File: src/rtl/pll_ctrl_pkg.sv
package pll_ctrl_pkg;
  localparam int DATA_W   = 32;
  localparam int HALF_W   = DATA_W / 2;
  localparam int NUM_REGS = 4;
  localparam int IDX_W    = $clog2(NUM_REGS);

  localparam int FB_W    = 12;
  localparam int REF_W   = 6;
  localparam int POST_W  = 3;
  localparam int FRAC_W  = 24;

  localparam int POST1_LSB = 8;
  localparam int POST2_LSB = 12;
  localparam int PD_BIT    = 0;
  localparam int INT_BIT   = 3;
  localparam int LOCK_BIT  = DATA_W - 1;

  localparam int FB_IDX   = 0;
  localparam int DIV_IDX  = 1;
  localparam int FRAC_IDX = 2;
  localparam int CTL_IDX  = 3;

  typedef logic [HALF_W-1:0] half_t;

  // Bits that exist in each masked register; all others read zero.
  localparam half_t IMPL_MASK [NUM_REGS] = '{
    half_t'((1 << FB_W) - 1),
    half_t'((((1 << POST_W) - 1) << POST2_LSB) | (((1 << POST_W) - 1) << POST1_LSB) | ((1 << REF_W) - 1)),
    half_t'(0),
    half_t'((1 << PD_BIT) | (1 << INT_BIT))
  };

  // Reset: every divider 1, powered down, integer mode.
  localparam half_t RST_LOW [NUM_REGS] = '{
    half_t'(1),
    half_t'((1 << POST2_LSB) | (1 << POST1_LSB) | 1),
    half_t'(0),
    half_t'((1 << PD_BIT) | (1 << INT_BIT))
  };

  typedef struct packed {
    logic [NUM_REGS-1:0] wrSel;
    logic                rdStb;
    logic [IDX_W-1:0]    rdIdx;
  } pllStrobe_t;
endpackage

File: src/rtl/pll_ctrl_decode.sv
module pll_ctrl_decode
  import pll_ctrl_pkg::*;
(
  input  logic             wrEn,
  input  logic             rdEn,
  input  logic [IDX_W-1:0] wordAddr,
  output pllStrobe_t       stb
);
  logic [NUM_REGS-1:0] sel;

  for (genvar r = 0; r < NUM_REGS; r++) begin : g_sel
    assign sel[r] = wrEn && (wordAddr == IDX_W'(r));
  end

  always_comb begin
    stb       = '0;
    stb.wrSel = sel;
    stb.rdStb = rdEn;
    stb.rdIdx = wordAddr;
  end
endmodule

File: src/rtl/pll_ctrl_store.sv
module pll_ctrl_store
  import pll_ctrl_pkg::*;
(
  input  logic              clk,
  input  logic              rstN,
  input  pllStrobe_t        stb,
  input  logic [DATA_W-1:0] wrData,
  input  logic              lockIn,
  output logic [DATA_W-1:0] rdData,
  output logic [FB_W-1:0]   fbDiv,
  output logic [REF_W-1:0]  refDiv,
  output logic [POST_W-1:0] postDiv1,
  output logic [POST_W-1:0] postDiv2,
  output logic [FRAC_W-1:0] fracVal,
  output logic              powerDown,
  output logic              intMode
);
  half_t             lowVal   [NUM_REGS];
  logic [DATA_W-1:0] readView [NUM_REGS];
  logic [FRAC_W-1:0] fracReg;

  for (genvar r = 0; r < NUM_REGS; r++) begin : g_reg
    if (r == FRAC_IDX) begin : g_plain
      always_ff @(posedge clk or negedge rstN) begin
        if (!rstN)              fracReg <= '0;
        else if (stb.wrSel[r])  fracReg <= wrData[FRAC_W-1:0];
      end
      logic [DATA_W-1:0] view;
      always_comb begin
        view                = '0;
        view[FRAC_W-1:0]    = fracReg;
        view[LOCK_BIT]      = lockIn;
      end
      assign lowVal[r]   = '0;
      assign readView[r] = view;
    end else begin : g_masked
      half_t store;
      half_t bitEn;
      assign bitEn = wrData[DATA_W-1:HALF_W] & IMPL_MASK[r];
      always_ff @(posedge clk or negedge rstN) begin
        if (!rstN)             store <= RST_LOW[r];
        else if (stb.wrSel[r]) store <= (store & ~bitEn) | (wrData[HALF_W-1:0] & bitEn);
      end
      assign lowVal[r]   = store;
      assign readView[r] = {{(DATA_W-HALF_W){1'b0}}, store};
    end
  end

  always_ff @(posedge clk or negedge rstN) begin
    if (!rstN)          rdData <= '0;
    else if (stb.rdStb) rdData <= readView[stb.rdIdx];
  end

  assign fbDiv     = lowVal[FB_IDX][FB_W-1:0];
  assign refDiv    = lowVal[DIV_IDX][REF_W-1:0];
  assign postDiv1  = lowVal[DIV_IDX][POST1_LSB +: POST_W];
  assign postDiv2  = lowVal[DIV_IDX][POST2_LSB +: POST_W];
  assign fracVal   = fracReg;
  assign powerDown = lowVal[CTL_IDX][PD_BIT];
  assign intMode   = lowVal[CTL_IDX][INT_BIT];

  AST_MASK_HOLD: assert property (@(posedge clk) disable iff (!rstN)
    (stb.wrSel[FB_IDX] && wrData[HALF_W +: FB_W] == '0) |=> $stable(fbDiv));
  AST_FRAC_LOAD: assert property (@(posedge clk) disable iff (!rstN)
    stb.wrSel[FRAC_IDX] |=> (fracVal == $past(wrData[FRAC_W-1:0])));
  AST_UPPER_ZERO: assert property (@(posedge clk) disable iff (!rstN)
    (stb.rdStb && stb.rdIdx != IDX_W'(FRAC_IDX)) |=> (rdData[DATA_W-1:HALF_W] == '0));
  AST_RD_HOLD: assert property (@(posedge clk) disable iff (!rstN)
    !stb.rdStb |=> $stable(rdData));
  AST_LOCK_READ: assert property (@(posedge clk) disable iff (!rstN)
    (stb.rdStb && stb.rdIdx == IDX_W'(FRAC_IDX)) |=> (rdData[LOCK_BIT] == $past(lockIn)));
  AST_QUIET_CFG: assert property (@(posedge clk) disable iff (!rstN)
    (stb.wrSel == '0) |=> $stable({fbDiv, refDiv, postDiv1, postDiv2, fracVal, powerDown, intMode}));
endmodule

File: src/rtl/pll_ctrl_regs.sv
module pll_ctrl_regs
  import pll_ctrl_pkg::*;
(
  input  logic              clk,
  input  logic              rstN,
  input  logic              wrEn,
  input  logic              rdEn,
  input  logic [IDX_W-1:0]  wordAddr,
  input  logic [DATA_W-1:0] wrData,
  input  logic              lockIn,
  output logic [DATA_W-1:0] rdData,
  output logic [FB_W-1:0]   fbDiv,
  output logic [REF_W-1:0]  refDiv,
  output logic [POST_W-1:0] postDiv1,
  output logic [POST_W-1:0] postDiv2,
  output logic [FRAC_W-1:0] fracVal,
  output logic              powerDown,
  output logic              intMode,
  output logic              pllEnabled
);
  pllStrobe_t stb;

  pll_ctrl_decode u_dec (
    .wrEn     (wrEn),
    .rdEn     (rdEn),
    .wordAddr (wordAddr),
    .stb      (stb)
  );

  pll_ctrl_store u_store (
    .clk       (clk),
    .rstN      (rstN),
    .stb       (stb),
    .wrData    (wrData),
    .lockIn    (lockIn),
    .rdData    (rdData),
    .fbDiv     (fbDiv),
    .refDiv    (refDiv),
    .postDiv1  (postDiv1),
    .postDiv2  (postDiv2),
    .fracVal   (fracVal),
    .powerDown (powerDown),
    .intMode   (intMode)
  );

  assign pllEnabled = ~powerDown;

  AST_ENABLE_TRACK: assert property (@(posedge clk) disable iff (!rstN)
    $fell(powerDown) |-> pllEnabled);
  AST_CTL_WRITE_ONLY: assert property (@(posedge clk) disable iff (!rstN)
    !(wrEn && wordAddr == IDX_W'(CTL_IDX)) |=> $stable(powerDown));
endmodule

File: config.mk
export PLATFORM = sky130hd
export DESIGN_NAME = pll_ctrl_regs
export DESIGN_NICKNAME = d
export VERILOG_FILES = /design/src/rtl/pll_ctrl_pkg.sv /design/src/rtl/pll_ctrl_decode.sv /design/src/rtl/pll_ctrl_store.sv /design/src/rtl/pll_ctrl_regs.sv
export SDC_FILE = /design/constraint.sdc
export NUM_CORES = 1
export LEC_CHECK = 0
export BUFFER_PORTS_ARGS = -buffer_cell sky130_fd_sc_hd__buf_2
export CORE_ASPECT_RATIO = 0.7
export CORE_UTILIZATION = 53
export CTS_CLUSTER_DIAMETER = 200
export DETAILED_ROUTE_END_ITERATION = 8
export MAX_ROUTING_LAYER = met4
export PLACE_DENSITY = 0.85
export SETUP_SLACK_MARGIN = 0.4
export SLEW_MARGIN = 20
export SYNTH_ARGS = -nofsm -noshare
export SYNTH_HDL_FRONTEND = slang
export SYNTH_SLANG_ARGS = --single-unit
export TNS_END_PERCENT = 20
File: constraint.sdc
create_clock -name clk -period 2.71 [get_ports clk]
set_clock_uncertainty 0.2 [all_clocks]
set_input_delay 0.1355 -clock clk [delete_from_list [all_inputs] [get_ports clk]]
set_output_delay 0.1355 -clock clk [all_outputs]
set_load 0.005 [all_outputs]
# After elaboration in Yosys (flattened, before gate mapping)
# Cells that the tools add are included.
# word_totals
ff_bits,104
out_inout_bits,83
word_cells,31
# op_classes
n_lt_le_gt_ge,1
eq_ne,3
n_mux,3
n_bitwise,14
n_reduce_logical,5
# op_table
op,n
$bmux W32 S2,1
$mux W32,2
$and A16 B16 Y16,3
$or A16 B16 Y16,3
$and A16 B12 Y16,1
$and A16 B15 Y16,1
$and A16 B4 Y16,1
$not A12 Y16,1
$not A15 Y16,1
$not A4 Y16,1
$eq A2 B2 Y1 const B,2
$logic_and A1 B1 Y1,4
$ge A3 B3 Y1 const B,1
$not A2 Y3,1
$eq A2 B1 Y1 const B,1
$logic_not A2 Y1,1
$not A1 Y1,1

# Logic depth before layout (Yosys ltp)
# Gate-level depths: netlist of the first run.
# logic_depth
depth_word,4
ltp_mapped,5
depth_no_buf,3

# Modules after synthesis
# A second synthesis of the first run with hierarchy kept.
# unflattened
cells_unflattened,255
area_unflattened_um2,3273.1
# modules_own_cells
module,instances,cells_each,area_each_um2
pll_ctrl_store,1,247,3209.3
pll_ctrl_decode,1,7,60.1
pll_ctrl_regs,1,1,3.8

# Worst setup path after synthesis of the first run
# OpenSTA, ideal clock, no wires.
# synth_path
path_kind,input -> register
from,input port wordAddr[1]
to,register u_store.rdData[22]
setup_time_ns,0.121
arrival_ns,0.970
required_time_ns,2.389
setup_slack_ns,1.419
stages,5
cell_sequence,buf_4 > and2b_1 > and2_1 > buf_4 > a22o_1
# synth_via
elab_chain_len,4
# synth_lines
element,line_no,rtl
start: declaration,pll_ctrl_regs.sv:8,"input logic [IDX_W-1:0] wordAddr,"
$not A2 Y3 (implied by the code),pll_ctrl_store.sv:51,else if (stb.rdStb) rdData <= readView[stb.rdIdx];
$bmux W32 S2,pll_ctrl_store.sv:51,
$mux W32 (implied by the code) (2 in series),pll_ctrl_store.sv:51,
end signal: assignment,pll_ctrl_store.sv:51,
end: declaration,pll_ctrl_store.sv:9,"output logic [DATA_W-1:0] rdData,"
# Every way passes these cells. The select of a mux whose other input is x is not followed.
# A chain may end at the register's enable or synchronous reset.

==> impl_summary.log, run 1 <==
[metrics] setup repair after global routing missed its margin: false
[metrics] portion of synthesized cell area occupied by the leading cell type: 53.14%
[metrics] Starting Density: 55.90%
[metrics] largest cells by area after synthesis: sky130_fd_sc_hd__dfrtp_1, sky130_fd_sc_hd__mux2_2, sky130_fd_sc_hd__mux2_1
[metrics] Cell variety after synth: 32
[metrics] most frequent cells in the layout: sky130_fd_sc_hd__buf_2, sky130_fd_sc_hd__dfrtp_1, sky130_fd_sc_hd__dlygate4sd3_1, sky130_fd_sc_hd__mux2_2, sky130_fd_sc_hd__nand2_1
[metrics] Buffers on Ports: around 110
[metrics] max-slew headroom at the worst pin: between 30% and 40%
[metrics] WL per Instance: roughly 17 um
[metrics] TritonCTS clock tree: yes
[metrics] setup tns final: 0 ns
[metrics] clock tree root buffer cell: sky130_fd_sc_hd__clkbuf_8
[metrics] reported max-cap violation count: 0
[metrics] placement-stage worst setup slack: ~0.68 ns
[metrics] Crit Path Category: input pin to register
[metrics] number of iterations in the first detailed-routing pass: 4
[metrics] multi-input combinational cell area: roughly 1300 sq um
[metrics] Power Dens Cells: approximately 700 nW/um^2
[metrics] total detailed-routing wirelength: 8.469 mm
[metrics] initial antenna violation count: 0
[metrics] number of clock sinks: 75
[metrics] final number of hold-violating endpoints: 0
[metrics] DRC Markers: 0
[metrics] top_reg_cell synth: sky130_fd_sc_hd__dfrtp_1
[metrics] First DRT Iteration DRCs: between 80 and 90
[metrics] wire length of the first global-routing pass: approximately 13 mm
[metrics] met1 WL: 3.721 mm
[metrics] final setup violation count: 0
[metrics] antenna-violating nets left: 0
[metrics] type of element launching the critical path: input pin
[metrics] CTS clk-pin slew, worst paths: about 0.080 ns
[metrics] instance count of the mapped netlist: between 200 and 300
[metrics] arrival time reported for the critical path endpoint: 2.11 ns
[metrics] Seq/Total Area, Yosys: ~58%
[metrics] count of warnings emitted by yosys: 0
[metrics] library cell occupying the most area in the post-synthesis netlist: sky130_fd_sc_hd__dfrtp_1
[metrics] worst skew pair latency: ~0.34 ns
[metrics] maximum achievable frequency: 0.4804 GHz
[metrics] fraction of final layout cells with drive strength greater than 1: approximately 43%
[metrics] Post-layout nets: ~440
[metrics] required time at the worst-slack endpoint: 2.73 ns
[metrics] Floorplan Core Area: slightly below 6000 sq um
[metrics] uppermost layer routed: met4
[metrics] global placer's final weighted congestion: 0.7665
[metrics] die outline area: ~6500 sq um
[metrics] outcome: completed
[metrics] DPL Wire Length: around 5.2 mm
[metrics] worst-case vdd ir drop: approximately 0.4 mV
[metrics] overflow left after global routing: 0
[metrics] routed length on met3: 469 um
[metrics] TritonCTS buffer count: 9
[metrics] min cycle time layout: approximately 2.1 ns
[metrics] most common cell after layout, fill and taps aside: sky130_fd_sc_hd__buf_2
[metrics] row count: 23
[metrics] CTS H-tree lvls: 3
[metrics] Period Utilization, post-route: between 70% and 80%
[metrics] largest driver fanout on the critical path: 16
[metrics] die span in y: between 60 and 70 um
[metrics] total via count after detailed routing: roughly 2.6k
[metrics] Chip Width: 95.59 um
[metrics] endpoint type of the worst setup path: register
[metrics] worst path setup slack after routing: around 0.63 ns
[metrics] detailed-routed wire length on met2: approximately 4.1 mm
[metrics] fill cell count: between 300 and 400
[metrics] async set or reset register ratio after synthesis: 100.0%
[metrics] Reg2Reg Setup Slack: 1.10 ns
[metrics] synth-to-layout area growth: 37.24%
[metrics] vias per inst: 5.351
[metrics] Overall Global Routing Usage: between 20% and 30%
[metrics] Storage cell area: 1884 sq um
[metrics] mean area per synthesized cell: roughly 13 sq um
[metrics] maximum number of pins on one net before global-route repair: 76
[metrics] vias in the first global route: around 2.7k
[metrics] worst hold-check path type: input pin to register
[metrics] number of antenna cells inserted: 0
[metrics] number of max-slew violations in the final report: 0
[metrics] number of synthesized register bits: 75
[metrics] ports placed on the boundary: approximately 120
[metrics] Longest Clk Path Bufs: 2
[metrics] Syn Std Cell Area: about 3200 sq um
[metrics] number of flops mapped to enable cells by yosys: 0
[metrics] total leakage power: ~2.2 nW
[metrics] actual slew at the worst max-slew pin: 0.9546 ns
routing by layer:
metal,vias up,track usage (%)
met1,1297,34.78
met5,-,-
met2,104,47.59
met3,14,6.982
li1,1175,-
met4,0,10.26
logic make-up after synthesis:
family                 Yosys count  share of synthesized area, %
DFF                             75                         57.99
muxes                           63                         21.87
and+or+nand+nor                 55                         8.395
AOI/OAI and AO/OA               35                         7.470
buffers and inverters           21                         4.158
other                            1                        0.1154
final cells by class:
cell class              count  area share, %
flip-flops and latches     75          42.26
multi-input cells         160          28.23
repair buffers            156          22.33
clock buffers              11          3.171
well taps                  75          2.104
clock inverters             5          1.740
inverters                   2         0.1684
worst max-delay path, stage by stage:
cell	delay [ns]
sky130_fd_sc_hd__buf_2	0.28
sky130_fd_sc_hd__and3b_1	0.63
sky130_fd_sc_hd__nand2_1	0.14
sky130_fd_sc_hd__mux2_1	0.34
sky130_fd_sc_hd__dlygate4sd3_1	0.58
where the power goes:
part / leakage, nW / internal (mW) / total [mW] / switching (mW)
registers: 0.906 / 1.33 / 1.48 / 0.149
logic: 1.20 / 0.412 / 0.703 / 0.291
clock network: 0.109 / 0.541 / 0.945 / 0.404
metrics by stage:
stage               util [%]  instances  area [sq um]  hold slack (ns)  power [mW]
finish                 76.71        484          4459          0.03071       3.130
global route           76.71        484          4459          0.03843       3.276
CTS                    76.60        484          4453          0.01686       3.126
detailed placement     65.60        426          3814           0.1311       2.095
global placement       65.60        426          3814           0.1289       2.062
floorplan                  -        256          3272          -0.3601       1.768
synth_stat cells, drive strengths merged, types with 2 or more instances:
library cell and instances:
nand2 26, a22o 10, or2 7, o2bb2ai 3, clkbuf 4, dfrtp 69, o22ai 2, a21oi 14
a21o 2, a221oi 3, mux2 49, mux2i 14, inv 2, buf 15, dfstp 6, nor2 13
worst paths after layout:
check | startpoint | end | depth (start not counted)
worst max-delay path | wordAddr[0] | register | 5
worst min-delay path | wrEn | register | 3
worst max register to register | register | register | 2
worst min register to register | u_store.rdData[7] | u_store.rdData[7] | 1
max in group asynchronous | rstN | u_store.rdData[16] | 2
min in group asynchronous | rstN | u_store.rdData[17] | 2
what timing repair did:
action,4_1_cts,5_1_grt
setup endpoints to repair,0,5
gates resized for setup,0,1
setup buffers,0,0
hold buffers,42,0
endpoints found under the hold margin,120,0
(Power assumes the default switching activity.)
==> inputs of run 2 (changes only) <==
Settings changed: ABC_AREA set to 1, CORE_UTILIZATION 53 to 49, PLACE_DENSITY 0.85 to 0.79.
Clock period 2.71 ns to 2.08 ns, I/O delays scaled along.
==> impl_summary.log, run 2 <==
[metrics] R2R Path End: u_store.rdData[3]
[metrics] worst hold-check path type: input pin to register
[metrics] largest cells by area after synthesis: sky130_fd_sc_hd__dfrtp_1, sky130_fd_sc_hd__nand2_1, sky130_fd_sc_hd__dfstp_2
[metrics] arrival time reported for the critical path endpoint: about 1.6 ns
[metrics] dominant combinational cell family by area after synthesis: simple AND/OR/NAND/NOR gates
[metrics] worst-case vdd ir drop: between 0.5 and 0.6 mV
[metrics] Storage cell area: between 1500 and 2000 sq um
[metrics] Synth Area in Compound Gates: between 7 and 8%
[metrics] async set or reset register ratio after synthesis: 100.0%
[metrics] WL per Instance: between 10 and 15 um
[metrics] CTS H-tree lvls: 3
[metrics] most common cell after layout, fill and taps aside: sky130_fd_sc_hd__nand2_1
[metrics] Seq/Total Area, Yosys: about 57%
[metrics] library cell occupying the most area in the post-synthesis netlist: sky130_fd_sc_hd__dfrtp_1
[metrics] fraction of final layout cells with drive strength greater than 1: between 20% and 30%
[metrics] TritonCTS buffer count: 9
[metrics] DRC Markers: 0
[metrics] total detailed-routing wirelength: approximately 8.9 mm
[metrics] CTS clk-pin slew, worst paths: 0.07 ns
[metrics] endpoint type of the worst setup path: register
[metrics] number of synthesized register bits: 75
[metrics] setup tns final: 0 ns
[metrics] largest driver fanout on the critical path: 23
[metrics] maximum achievable frequency: roughly 0.65 GHz
[metrics] switching share of total power: approximately 27%
[metrics] share of power burned in combinational logic: a little under a fifth
[metrics] vias in the first global route: between 2k and 3k
[metrics] Crit Path Category: input pin to register
[metrics] fill cell count: ~490
[metrics] simple-gate share of the synthesized area: between 20% and 30%
[metrics] Period Utilization, post-route: 73.41%
[metrics] Overall Global Routing Usage: 27.96%
[metrics] number of clock sinks: 75
[metrics] Power Dens Cells: between 800 and 900 nW/um^2
[metrics] final number of hold-violating endpoints: 0
[metrics] crit path cell chain: dlygate4sd3_1 > buf_2 > buf_4 > nand2_1 > nor2_1 > nor2_1
[metrics] Reg2Reg Setup Slack: 0.90 ns
[metrics] wire length of the first global-routing pass: between 10 and 15 mm
[metrics] adder and majority gate portion of the synthesized area: 0%
[metrics] placement-stage worst setup slack: 0.4230 ns
[metrics] logic depth of the worst setup path including buffers: 6
[metrics] number of max-slew violations in the final report: 0
[metrics] final-layout worst hold slack: about 0.043 ns
[metrics] internal power contribution: around 2.9 mW
[metrics] total buffers and inverters traversed by the critical path: 3
[metrics] synth-to-layout area growth: 37.39%
[metrics] total leakage power: about 2.5 nW
[metrics] critical path launch point: rdEn
[metrics] count of warnings emitted by yosys: 0
[metrics] cell count of the worst reg-to-reg path: 6
[metrics] type of element launching the critical path: input pin
[metrics] endpoint of the most critical setup path: u_store.rdData[8]
[metrics] synthesized-area fraction occupied by xor and xnor cells: 0%
[metrics] cell with the most instances on the worst path: sky130_fd_sc_hd__nor2_1
[metrics] ranking of synthesized cells by instance count: sky130_fd_sc_hd__nand2_1, sky130_fd_sc_hd__dfrtp_1, sky130_fd_sc_hd__o21ai_1
[metrics] Buffers on Ports: 113
[metrics] outcome: completed
[metrics] net switching power of the design: approximately 1.1 mW
[metrics] reported max-cap violation count: 0
[metrics] cell count after placement: slightly below 600
[metrics] total via count after detailed routing: 3153
[metrics] number of antenna cells inserted: 0
[metrics] number of flops mapped to enable cells by yosys: 0
[metrics] First DRT Iteration DRCs: roughly 170
[metrics] Post-layout nets: 595
[metrics] part of the total power dissipated in sequential elements: about 47%
[metrics] ports placed on the boundary: around 120
[metrics] Max stage delay cell, worst path: sky130_fd_sc_hd__dlygate4sd3_1
[metrics] overflow left after global routing: 0
[metrics] mean area per synthesized cell: slightly above 8 sq um
[metrics] Slowest Stage Delay on Critical Path: around 0.52 ns
[metrics] global placer's final weighted congestion: between 0.8 and 0.9
[metrics] die span in y: around 70 um
[metrics] die outline area: between 7000 and 8000 sq um
[metrics] worst skew pair latency: between 0.3 and 0.4 ns
[metrics] row count: 24
[metrics] portion of synthesized cell area occupied by the leading cell type: around half
[metrics] most common cell in the netlist: sky130_fd_sc_hd__nand2_1
[metrics] antenna-violating nets left: 0
[metrics] instance count of the mapped netlist: 405
[metrics] multiplexer area fraction after synthesis: 0%
[metrics] clock network fraction of total power: approximately 34%
[metrics] multi-input combinational cell area: approximately 1200 sq um
[metrics] DPL Wire Length: about 5.7 mm
[metrics] end-of-flow core utilization: between 70% and 80%
[metrics] clock tree root buffer cell: sky130_fd_sc_hd__clkbuf_8
[metrics] max-slew headroom at the worst pin: ~57%
[metrics] vias per inst: around 4.8
[metrics] top_reg_cell synth: sky130_fd_sc_hd__dfrtp_1
[metrics] worst path setup slack after routing: 0.5530 ns
[metrics] final setup violation count: 0
[metrics] actual slew at the worst max-slew pin: roughly 0.65 ns
[metrics] initial antenna violation count: 0
[metrics] TritonCTS clock tree: yes
[metrics] required time at the worst-slack endpoint: between 2 and 2.5 ns
[metrics] maximum number of pins on one net before global-route repair: between 70 and 80
[metrics] family of cells with the greatest summed delay on the critical path: buffers and inverters
[metrics] Floorplan Core Area: between 6000 and 7000 sq um
[metrics] post-layout instance count excluding filler cells: 652
[metrics] Chip Width: ~100 um
[metrics] Starting Density: 52.11%
[metrics] setup repair after global routing missed its margin: false
[metrics] Syn Std Cell Area: around 3300 sq um
[metrics] Longest Clk Path Bufs: 2
[metrics] most frequent cells in the layout: sky130_fd_sc_hd__nand2_1, sky130_fd_sc_hd__buf_2, sky130_fd_sc_hd__dfrtp_1, sky130_fd_sc_hd__dlygate4sd3_1, sky130_fd_sc_hd__o21ai_1
[metrics] number of iterations in the first detailed-routing pass: 5
[metrics] Cell variety after synth: 21
[metrics] min cycle time layout: between 1.5 and 2 ns
-- run 2: cell types whose count changed in the layout (fill, tap and decap cells not counted), moves of 6 or more --
cell,delta
sky130_fd_sc_hd__nor2_1,+12
sky130_fd_sc_hd__nand3_1,+19
sky130_fd_sc_hd__inv_1,+15
sky130_fd_sc_hd__mux2_1,-15
sky130_fd_sc_hd__a22o_1,-10
sky130_fd_sc_hd__nand2_1,+165
sky130_fd_sc_hd__mux2i_1,-14
sky130_fd_sc_hd__or2_2,-6
sky130_fd_sc_hd__a21oi_1,-14
sky130_fd_sc_hd__o21ai_1,+31
sky130_fd_sc_hd__mux2_2,-29
-- run 2: through the flow --
stage                     cell area [sq um]  total power [mW]
after floorplan                        3356             2.207
final                                  4579             3.970
after detailed placement               3926             2.584
after CTS                              4568             3.988
after global placement                 3926             2.555
after global routing                   4579             4.196
-- run 2: worst min path at each step --
stage	from	to	slack, ns	cells after the start
after floorplan	rstN	asynchronous set/reset pin	-0.39	0
after global placement	rstN	u_store.rdData[3]	-0.05	2
after detailed placement	rstN	u_store.rdData[13]	-0.05	2
after CTS	wordAddr[1]	u_store.rdData[0]	0.03	6
after global routing	wordAddr[0]	register	0.08	5
final	wordAddr[1]	u_store.rdData[0]	0.04	6
-- run 2: power groups by stage --
stage                     sequential (mW)  clock (mW)  combinational [mW]
after floorplan                      1.88           0               0.323
after detailed placement             1.88           0               0.701
after CTS                            1.86        1.37               0.759
after global routing                 1.90        1.44               0.859
final                                1.86        1.35               0.760
after global placement               1.88           0               0.677
-- run 2: cell type report --
cell class              instances  area share, %
flip-flops and latches         75          41.15
clock buffers                  11          3.087
multi-input cells             292          26.69
repair buffers                158          22.51
inverters                      20          1.885
well taps                      91          2.486
clock inverters                 5          2.186
-- run 2: repair_timing --
item                                    CTS  global route
endpoints found under the hold margin   128             0
gates resized for setup                   0             1
setup buffers                             0             1
hold buffers                             40             0
endpoints found under the setup margin    0             1
-- run 2: logic make-up (layout without fill, tap and decap cells) --
group / after synthesis / in the layout
DFF: 75 / 75
buffers and inverters: 44 / 194
and+or+nand+nor: 241 / 241
other: 1 / 7
AOI/OAI and AO/OA: 44 / 44
-- run 2: worst register-to-register path, cell delays in order (launching register included) --
cell,delay [ns]
sky130_fd_sc_hd__dfstp_2,0.54
sky130_fd_sc_hd__nand2_1,0.05
sky130_fd_sc_hd__nand2_1,0.07
sky130_fd_sc_hd__nand2_1,0.04
sky130_fd_sc_hd__nand2_1,0.09
sky130_fd_sc_hd__nand2_1,0.06
sky130_fd_sc_hd__nand2_1,0.07
-- run 2: per-layer routing --
| metal | wire [um] | track usage (%) | up-vias |
|---|---|---|---|
| met1 | 4043 | 36.85 | 1457 |
| met5 | 0 | - | - |
| met3 | 716 | 8.498 | 11 |
| met2 | 4076 | 42.85 | 135 |
| li1 | - | - | 1550 |
| met4 | 85 | 6.280 | 0 |
==> inputs of run 3 (changes only) <==
Settings changed: ABC_AREA 1 to 0, PLACE_DENSITY 0.79 to 0.8.
Clock period 2.08 ns to 1.5 ns, I/O delays scaled along.
==> impl_summary.log, run 3 (synthesis gave the netlist of run 1 again) <==
[metrics] DPL Wire Length: 5.704 mm
[metrics] arrival time reported for the critical path endpoint: 1.03 ns
[metrics] net switching power of the design: 1.501 mW
[metrics] number of clock sinks: between 70 and 80
[metrics] die outline area: around 7000 sq um
[metrics] type of element launching the critical path: register
[metrics] wire length of the first global-routing pass: 13.68 mm
[metrics] fill cell count: 464
[metrics] fraction of final layout cells with drive strength greater than 1: approximately half
[metrics] total via count after detailed routing: around 2.6k
[metrics] CTS clk-pin slew, worst paths: 0.07 ns
[metrics] final-layout worst hold slack: -0.01436 ns
[metrics] number of max-slew violations in the final report: 0
[metrics] Storage cell area: between 1500 and 2000 sq um
[metrics] vias per inst: approximately 5.2
[metrics] total leakage power: around 2.3 nW
[metrics] worst hold-check path type: input pin to register
[metrics] row count: 24
[metrics] TritonCTS buffer count: 9
[metrics] initial antenna violation count: 0
[metrics] multi-input combinational cell area: around 1300 sq um
[metrics] setup tns final: 0 ns
[metrics] cell count after placement: 444
[metrics] largest driver fanout on the critical path: 3
[metrics] Power Dens Cells: approximately 1200 nW/um^2
[metrics] worst skew pair latency: between 0.3 and 0.4 ns
[metrics] Starting Density: 51.53%
[metrics] most common cell after layout, fill and taps aside: sky130_fd_sc_hd__buf_2
[metrics] antenna-violating nets left: 0
[metrics] fin area: roughly 4700 sq um
[metrics] required time at the worst-slack endpoint: 1.22 ns
[metrics] maximum number of pins on one net before global-route repair: between 70 and 80
[metrics] clock network fraction of total power: approximately 30%
[metrics] final number of hold-violating endpoints: 4
[metrics] reported max-cap violation count: 0
[metrics] global placer's final weighted congestion: between 0.7 and 0.8
[metrics] Floorplan Core Area: roughly 6300 sq um
[metrics] total detailed-routing wirelength: roughly 8.5 mm
[metrics] overflow left after global routing: 0
[metrics] ports placed on the boundary: between 100 and 150
[metrics] Post-layout nets: between 400 and 500
[metrics] worst-case vdd ir drop: about 0.65 mV
[metrics] area post-placement: approximately 4000 sq um
[metrics] TritonCTS clock tree: yes
[metrics] share of power burned in combinational logic: about a quarter
[metrics] Buffers on Ports: 113
[metrics] outcome: finished, violations left
[metrics] Chip Width: 99.33 um
[metrics] clock tree root buffer cell: sky130_fd_sc_hd__clkbuf_8
[metrics] WL per Instance: between 15 and 20 um
[metrics] number of iterations in the first detailed-routing pass: 4
[metrics] die span in y: around 70 um
[metrics] DRC Markers: 0
[metrics] Period Utilization, post-route: roughly 87%
[metrics] number of antenna cells inserted: 0
[metrics] min cycle time layout: about 1.3 ns
[metrics] violated checks: hold timing
[metrics] setup repair after global routing missed its margin: true
[metrics] switching share of total power: 26.41%
[metrics] vias in the first global route: 2767
[metrics] synth-to-layout area growth: 43.24%
[metrics] First DRT Iteration DRCs: approximately 130
[metrics] endpoint type of the worst setup path: output pin
[metrics] Crit Path Category: register to output pin
[metrics] maximum achievable frequency: between 0.7 and 0.8 GHz
[metrics] final setup violation count: 0
[metrics] most frequent cells in the layout: sky130_fd_sc_hd__buf_2, sky130_fd_sc_hd__dfrtp_1, sky130_fd_sc_hd__dlygate4sd3_1, sky130_fd_sc_hd__mux2_2, sky130_fd_sc_hd__nand2_1
[metrics] internal power contribution: 4.182 mW
[metrics] Longest Clk Path Bufs: 2
[metrics] CTS H-tree lvls: 3
[metrics] part of the total power dissipated in sequential elements: approximately 47%
[metrics] Overall Global Routing Usage: 26.81%
[metrics] post-layout instance count excluding filler cells: approximately 510
[run 3: changes by cell type in the layout (fill, tap and decap cells not counted), moves of 16 or more]
cell	before	now
sky130_fd_sc_hd__nand2_1	191	26
sky130_fd_sc_hd__buf_4	4	23
sky130_fd_sc_hd__mux2_2	0	29
sky130_fd_sc_hd__o21ai_1	31	0
sky130_fd_sc_hd__inv_1	17	1
sky130_fd_sc_hd__nand3_1	19	0
[run 3: cell type report]
| type | count | area share, % |
|---|---|---|
| sequential | 75 | 40.48 |
| multi-input combinational | 160 | 27.26 |
| timing repair buffer | 174 | 25.30 |
| clock buffer | 12 | 3.118 |
| tap | 78 | 2.097 |
| clock inverter | 4 | 1.586 |
| inverter | 2 | 0.1613 |
[run 3: worst paths after layout]
check                                         from                         end  slack, ns  depth (start not counted)
max in group asynchronous                     rstN  asynchronous set/reset pin       0.65                          3
worst min register to register  u_store.rdData[11]          u_store.rdData[11]       0.29                          1
worst min-delay path                          wrEn                    register      -0.01                          3
min in group asynchronous                     rstN          u_store.rdData[22]       0.07                          3
worst max register to register            register           u_store.rdData[0]       0.29                          4
worst max-delay path                      register                  pllEnabled       0.19                          2
[run 3: power by group through the flow]
stage          sequential (mW)  combinational, mW  clock [mW]
6_report                  2.67               1.33        1.69
5_1_grt                   2.71               1.45        1.80
4_1_cts                   2.66               1.28        1.72
3_5_place_dp              2.71               1.13           0
3_3_place_gp              2.69               1.09           0
2_1_floorplan             2.70              0.502           0
[run 3: per-stage QoR]
step           power (mW)  worst slack, ns  util (%)
5_1_grt             5.967           0.1570     73.81
3_5_place_dp        3.831          0.07202     63.21
4_1_cts             5.659           0.1792     73.04
2_1_floorplan       3.204           0.3744         -
6_report            5.683           0.1928     73.81
3_3_place_gp        3.776           0.1023     63.21
[run 3: critical path, stage by stage (launching register included)]
cell and delay (ns):
sky130_fd_sc_hd__dfstp_2 0.55, sky130_fd_sc_hd__inv_2 0.05, sky130_fd_sc_hd__buf_6 0.10
[run 3: routing by layer]
metal | track usage [%] | routed length (um)
met1 | 35.44 | 3809
met2 | 40.97 | 3928
met3 | 7.007 | 677
met4 | 8.007 | 108
met5 | - | 0
[run 3: what timing repair did]
action	4_1_cts	5_1_grt
hold endpoints to repair	133	10
setup buffers	8	3
endpoints found under the setup margin	84	115
gates resized for setup	1	6
cloned	0	0
pin swaps	0	1
hold buffers	34	2
